<file path="src/rtl/bat_pkg.sv">
package bat_pkg;
  localparam int unsigned WORD_W    = 32;
  localparam int unsigned PAGE_BITS = 12;
  localparam int unsigned LEN_LSB   = 2;
  localparam int unsigned LEN_W     = 11;
  localparam int unsigned LEN_SHIFT = 15;
  localparam int unsigned EN_USER   = 0;
  localparam int unsigned EN_SUPV   = 1;
  localparam logic [WORD_W-1:0] BASE_MASK = 32'hFFFE_0000;
  localparam logic [WORD_W-1:0] PAGE_MASK = ~((WORD_W)'((1 << PAGE_BITS) - 1));

  // {read, write, execute}
  typedef logic [2:0] perm_t;

  function automatic perm_t code_to_perm(input logic [1:0] code);
    case (code)
      2'd0:    return 3'b000;
      2'd2:    return 3'b111;
      default: return 3'b101;
    endcase
  endfunction

  function automatic logic [WORD_W-1:0] len_to_mask(input logic [WORD_W-1:0] up);
    logic [WORD_W-1:0] grow;
    grow = (WORD_W)'(up[LEN_LSB +: LEN_W]) << (LEN_LSB + LEN_SHIFT);
    return BASE_MASK & ~grow;
  endfunction
endpackage

</file>
<file path="src/rtl/bat_bank.sv">
module bat_bank #(
  parameter int unsigned N_ENT = 4,
  parameter int unsigned IDX_W = 2
) (
  input  logic                     clk,
  input  logic                     rst_n,
  input  logic                     we,
  input  logic                     hi,
  input  logic [IDX_W-1:0]         idx,
  input  logic [31:0]              wdata,
  output logic [N_ENT-1:0][31:0]   up_words,
  output logic [N_ENT-1:0][31:0]   lo_words
);
  for (genvar e = 0; e < N_ENT; e++) begin : g_ent
    logic sel;
    assign sel = we && (idx == IDX_W'(e));
    always_ff @(posedge clk) begin
      if (!rst_n) begin
        up_words[e] <= '0;
        lo_words[e] <= '0;
      end else if (sel) begin
        if (hi) up_words[e] <= wdata;
        else    lo_words[e] <= wdata;
      end
    end
  end
endmodule

</file>
<file path="src/rtl/bat_entry_match.sv">
module bat_entry_match
  import bat_pkg::*;
(
  input  logic [31:0] up_word,
  input  logic [31:0] lo_word,
  input  logic [31:0] ea,
  input  logic        user,
  output logic        hit,
  output logic [31:0] raddr,
  output perm_t       perm
);
  logic        enabled;
  logic [31:0] mask;

  always_comb begin
    enabled = user ? up_word[EN_USER] : up_word[EN_SUPV];
    mask    = enabled ? len_to_mask(up_word) : '0;
    hit     = (mask != '0) && ((ea & mask) == (up_word & BASE_MASK));
    raddr   = ((lo_word & mask) | (ea & ~mask)) & PAGE_MASK;
    perm    = code_to_perm(lo_word[1:0]);
  end
endmodule

</file>
<file path="src/rtl/bat_prio_pick.sv">
module bat_prio_pick
  import bat_pkg::*;
#(
  parameter int unsigned N_ENT = 4
) (
  input  logic [N_ENT-1:0]         hits,
  input  logic [N_ENT-1:0][31:0]   raddrs,
  input  logic [N_ENT-1:0][2:0]    perms,
  output logic                     any_hit,
  output logic [31:0]              raddr,
  output perm_t                    perm
);
  always_comb begin
    any_hit = 1'b0;
    raddr   = '0;
    perm    = '0;
    for (int e = N_ENT - 1; e >= 0; e--) begin
      if (hits[e]) begin
        any_hit = 1'b1;
        raddr   = raddrs[e];
        perm    = perms[e];
      end
    end
  end
endmodule

</file>
<file path="src/rtl/bat_xlate.sv">
module bat_xlate
  import bat_pkg::*;
#(
  parameter int unsigned N_ENT = 4,
  localparam int unsigned IDX_W = (N_ENT > 1) ? $clog2(N_ENT) : 1
) (
  input  logic             clk,
  input  logic             rst_n,
  input  logic             cfg_we,
  input  logic             cfg_iside,
  input  logic             cfg_hi,
  input  logic [IDX_W-1:0] cfg_idx,
  input  logic [31:0]      cfg_wdata,
  input  logic             req_valid,
  output logic             req_ready,
  input  logic [31:0]      req_ea,
  input  logic             req_ifetch,
  input  logic             req_user,
  output logic             rsp_valid,
  input  logic             rsp_ready,
  output logic             rsp_hit,
  output logic [31:0]      rsp_raddr,
  output logic [2:0]       rsp_perm
);
  // side 0 = data, side 1 = fetch
  logic [1:0][N_ENT-1:0][31:0] side_up;
  logic [1:0][N_ENT-1:0][31:0] side_lo;

  for (genvar s = 0; s < 2; s++) begin : g_side
    bat_bank #(.N_ENT(N_ENT), .IDX_W(IDX_W)) u_bank (
      .clk      (clk),
      .rst_n    (rst_n),
      .we       (cfg_we && (cfg_iside == s[0])),
      .hi       (cfg_hi),
      .idx      (cfg_idx),
      .wdata    (cfg_wdata),
      .up_words (side_up[s]),
      .lo_words (side_lo[s])
    );
  end

  logic [N_ENT-1:0][31:0] cur_up;
  logic [N_ENT-1:0][31:0] cur_lo;
  assign cur_up = side_up[req_ifetch];
  assign cur_lo = side_lo[req_ifetch];

  logic [N_ENT-1:0]       ent_hit;
  logic [N_ENT-1:0][31:0] ent_raddr;
  logic [N_ENT-1:0][2:0]  ent_perm;

  for (genvar e = 0; e < N_ENT; e++) begin : g_match
    bat_entry_match u_match (
      .up_word (cur_up[e]),
      .lo_word (cur_lo[e]),
      .ea      (req_ea),
      .user    (req_user),
      .hit     (ent_hit[e]),
      .raddr   (ent_raddr[e]),
      .perm    (ent_perm[e])
    );
  end

  logic        sel_hit;
  logic [31:0] sel_raddr;
  perm_t       sel_perm;

  bat_prio_pick #(.N_ENT(N_ENT)) u_pick (
    .hits    (ent_hit),
    .raddrs  (ent_raddr),
    .perms   (ent_perm),
    .any_hit (sel_hit),
    .raddr   (sel_raddr),
    .perm    (sel_perm)
  );

  logic take;
  assign req_ready = !rsp_valid || rsp_ready;
  assign take      = req_valid && req_ready;

  always_ff @(posedge clk) begin
    if (!rst_n) begin
      rsp_valid <= 1'b0;
      rsp_hit   <= 1'b0;
      rsp_raddr <= '0;
      rsp_perm  <= '0;
    end else if (take) begin
      rsp_valid <= 1'b1;
      rsp_hit   <= sel_hit;
      rsp_raddr <= sel_hit ? sel_raddr : '0;
      rsp_perm  <= sel_hit ? sel_perm : '0;
    end else if (rsp_ready) begin
      rsp_valid <= 1'b0;
    end
  end
endmodule


</file>
<file path="config.mk">
export PLATFORM = sky130hd
export DESIGN_NAME = bat_xlate
export DESIGN_NICKNAME = d
export VERILOG_FILES = /design/src/rtl/bat_pkg.sv /design/src/rtl/bat_bank.sv /design/src/rtl/bat_entry_match.sv /design/src/rtl/bat_prio_pick.sv /design/src/rtl/bat_xlate.sv
export SDC_FILE = /design/constraint.sdc
export NUM_CORES = 1
export LEC_CHECK = 0
export BUFFER_PORTS_ARGS = -buffer_cell sky130_fd_sc_hd__buf_4
export CORE_MARGIN = 8
export CORE_UTILIZATION = 55
export CTS_BUF_LIST = sky130_fd_sc_hd__clkbuf_16
export CTS_CLUSTER_DIAMETER = 40
export DETAILED_ROUTE_END_ITERATION = 8
export PLACE_DENSITY = 0.75
export SYNTH_ARGS = -nofsm -noshare
export SYNTH_HDL_FRONTEND = slang
export SYNTH_HIERARCHICAL = 1
export SYNTH_SLANG_ARGS = --single-unit
</file>
<file path="constraint.sdc">
create_clock -name clk -period 9.2 [get_ports clk]
set_input_delay 0.92 -clock clk [delete_from_list [all_inputs] [get_ports clk]]
set_output_delay 0.92 -clock clk [all_outputs]
set_load 0.005 [all_outputs]
</file>
## Word level (Yosys, flattened, before mapping)

Cells that the tools add are included.

- Flip-flop bits (word level): 549
- Latch bits: 0
- Memory bits (writable): 0
- Memory bits (read-only): 0
- Input bits: 75
- Output and inout port bits: 38
- Logic and storage cells: 133
- Memories kept: 0

- $add $sub $neg: 0
- Multipliers: 0
- Divide/modulo/power cells: 0
- Order comparisons: 1
- Equal/unequal tests: 11
- Shifts and indexed selects: 0
- Mux-type cells: 32
- Bitwise operators: 26
- Reductions and logical operators: 43

Operators with widths:

| kind | number |
|---|---|
| $mux 128 | 4 |
| $and 32x32->32 | 12 |
| $mux 32 | 9 |
| $eq 32x32->1 | 4 |
| $not 28->32 | 4 |
| $not 32->32 | 4 |
| $or 32x32->32 | 4 |
| $reduce_bool 32->1 | 4 |
| $reduce_and 2->1 | 16 |
| $pmux 3 s2 | 4 |
| $logic_and 1x1->1 | 15 |
| $mux 3 | 5 |
| $eq 2x2->1 const B | 6 |
| $logic_not 2->1 | 5 |
| $mux 1 | 10 |
| $eq 2x1->1 const B | 1 |
| $lt 1x2->1 const B | 1 |
| $not 1->1 | 2 |
| $reduce_bool 2->1 | 1 |
| $logic_not 1->1 | 1 |
| $logic_or 1x1->1 | 1 |

## Longest topological paths before layout

- Word-level depth: 12
- Depth in mapped cells: 17
- Mapped depth without buffers: 11

## Hierarchy

Netlist, hierarchy kept.

Modules (own cells, without submodules):

| module | times used | cells an instance | area each (µm²) | sequential area each (µm²) |
|---|---|---|---|---|
| bat_bank | 2 | 871 | 9,203.8 | 5,124.9 |
| bat_xlate | 1 | 450 | 4,733.3 | 740.7 |
| bat_entry_match | 4 | 82 | 643.1 | 0.0 |
| bat_prio_pick | 1 | 132 | 1,172.4 | 0.0 |

## Worst setup path after synthesis

Ideal clock, no wire load.

- Path kind: input to register
- Start point: in req_ifetch
- End point: reg rsp_perm[0]
- Setup time: 72 ps
- Arrival: 3,745 ps
- Required time: 9,128 ps
- Path slack: 5,383 ps
- Stages on the path: 17
- Path buffers: 7
- Path through: buf_6 -> buf_6 -> mux2_2 -> mux2i_2 -> buf_6 -> nor3b_2 -> xnor2_1 -> o2111ai_1 -> nor4_2 -> buf_6 -> clkbuf_8 -> nor2_1 -> nand2_1 -> buf_2 -> clkbuf_1 -> nand3_1 -> mux2i_1

RTL lines:

| element | line | source |
|---|---|---|
| start, declared | bat_xlate.sv:17 | `input logic req_ifetch,` |
| end signal, assigned | bat_xlate.sv:90 | `rsp_perm <= sel_hit ? sel_perm : '0;` |
| end, declared | bat_xlate.sv:23 | `output logic [2:0] rsp_perm` |

==> key figures <==
Clock network
  – Post-CTS Setup Inserts: 0
  – Clock transition at the registers of the reported paths: 0.06 ns
  – Sink Count: 397
  – CTS tree: built
  – CTS buffer count: 55
  – Post-CTS Resized: 0
  – Clock Latency Late Sink: 0.58 ns
  – Root Driver: clkbuf_16
  – H-tree depth: 2
  – Cts-stage hold buffer count: 0
  – Max Root-Sink Buffers: 3

Power and ir drop
  – Worst vdd ir: 0.140 mV
  – Pleak: 10.4 nW
  – Clock Power Share: 51.7%
  – Fraction of power consumed by combinational cells: 6.3%
  – Pwr Density: 184 mW/mm2
  – Int Pwr: 3.16 mW
  – Sequential Power Share: 42.0%
  – Switching part of the total: 24.3%
  – Net Sw Power: 1.01 mW

Final layout
  – # diodes: 0
  – Proportion of layout cells with a drive suffix above 1: 26.0%
  – Final Net Count: 2148
  – Area delta synth->final: 8.99%

STA
  – Max_slew headroom: 38.9%
  – Fin. Hold Viols: 0
  – Post-layout minimum cycle time: 5.25 ns
  – Period Utilization, post-route: 57.1%
  – Hold slack: 0.455 ns
  – Final setup viols: 0
  – Clock skew: 0.0249 ns
  – Unrepaired setup endpoints after global routing: no
  – Setup TNS: 0 ns
  – Final Max Tran Viols: 0
  – Fmax: 190 MHz
  – Worst-Margin Slew: 0.915 ns

Floorplanning
  – Die footprint: 0.0443 mm2
  – Core footprint: 0.0375 mm2
  – Die Wd: 211 um
  – Site Rows: 71
  – Die H: 211 um
  – Initial Util: 55.5%
  – Num ports: 113

Global route
  – GR Layer Usage met3: 4.40%
  – Global route overflow: 0
  – GR Util met2: 41.9%
  – Gr busiest metal: met2
  – First-pass GRT wire length: 89300 um
  – Met1 Track Usage GR: 33.1%
  – Largest net degree at the start of global routing: 175
  – Initial antenna violation count: 1
  – Total GRT Usage: 25.5%
  – Vias in the first global route: 15411

Drt
  – Post-Route WL: 58200 um
  – DRC violations left: 0
  – Initial DRC count: 1249
  – Routed len/inst: 22.1 um
  – First-pass iteration count of the detailed router: 5
  – Post-route ant nets: 0
  – Via count: 15041
  – Vias per cell: 5.72

Run
  – Max-cap viol count: 0

Yosys
  – Synthesis Warnings: 6
  – Synthesized area: 0.0208 mm2
  – Mapped Cells: 2105
  – Avg Cell Area, Syn: 9.89 um2

Setup path
  – Startpoint types: input pin
  – Crit path kind: in2reg
  – Worst setup EP type: flop
  – Reg-to-reg slack, setup: 4.67 ns
  – R2R cell count: 13
  – Worst path required time: 9.71 ns
  – Crit-path max FO: 60
  – CP arrival: 5.76 ns

Place
  – GP Congestion: 0.822
  – IO buf count: 96
  – Final HPWL DP: 35300 um

Outcome
  – Outcome: completed

Hold path
  – Worst Hold Class: reg2reg
  – Worst Hold Depth: 2
power by group through the flow:
stage          registers (mW)  logic, mW  clock network (mW)
5_1_grt                  1.75      0.279                2.25
4_1_cts                  1.75      0.259                2.17
3_5_place_dp             1.79      0.258                   0
6_report                 1.75      0.263                2.15
3_3_place_gp             1.79      0.252                   0
2_1_floorplan            1.78      0.213                   0
flip-flops by register name (all words and copies together) (netlist names):
signal and flops:
rsp_perm 3, rsp_valid 1, rsp_hit 1, g_side.u_bank/lo_words 136, rsp_raddr 32, g_side.u_bank/up_words 224
path summary, 6_finish.rpt:
path	to	startpoint
worst min register to register	g_side[0].u_bank/up_words[127]$_SDFFE_PN0P_	g_side[0].u_bank/up_words[127]$_SDFFE_PN0P_
worst min-delay path	g_side[0].u_bank/up_words[127]$_SDFFE_PN0P_	g_side[0].u_bank/up_words[127]$_SDFFE_PN0P_
worst max register to register	rsp_raddr[24]$_SDFFE_PN0P_	g_side[1].u_bank/up_words[1]$_SDFFE_PN0P_
worst max-delay path	rsp_raddr[24]$_SDFFE_PN0P_	req_ifetch
metal layers:
layer	vias to the layer above	wire length, um
met5	-	13
met4	2	2000
met3	143	3580
met2	523	26900
met1	7361	25700
li1	7012	-
layout by cell type (no fill, tap or decap), types with 11 or more instances in the layout:
cell type	n
conb_1	48
xnor2_1	40
nand2_1	460
nor2_1	45
o22ai_1	34
a22oi_2	30
dfxtp_1	397
a21oi_2	30
mux2_2	240
buf_4	123
nor3b_1	20
clkinv_2	11
nand3_1	39
mux2i_1	396
xor2_1	16
clkbuf_16	56
nor2b_1	13
per-stage QoR:
stage	area, um2	worst slack (ns)	power, mW	utilization [%]	cells
final	22700	3.95	4.17	60.5	2630
after global routing	22700	3.90	4.28	60.5	2630
after CTS	22700	4.12	4.18	60.5	2630
after detailed placement	20800	3.53	2.04	55.5	2527
after global placement	20800	3.64	2.04	55.5	2527
after floorplan	21000	5.38	2.00	-	2149
final cells by class:
cell class              instances  area (um2)
flip-flops and latches        397        7950
clock inverters                47         485
well taps                     511         639
repair buffers                127         990
inverters                       2        7.51
multi-input cells            1490       11200
fillers                      3161       14800
clock buffers                  56        1400
worst max-delay path, cell delays in order:
cell,delay [ns]
buf_6,0.30
buf_4,0.76
mux2_2,0.44
nor3b_2,0.26
xnor2_1,0.25
o2111ai_1,0.31
nor4_2,0.64
nand2b_1,0.58
buf_4,0.47
o22ai_1,0.19
a21oi_2,0.25
nand3_1,0.17
mux2i_1,0.17
(Power assumes the default switching activity.)
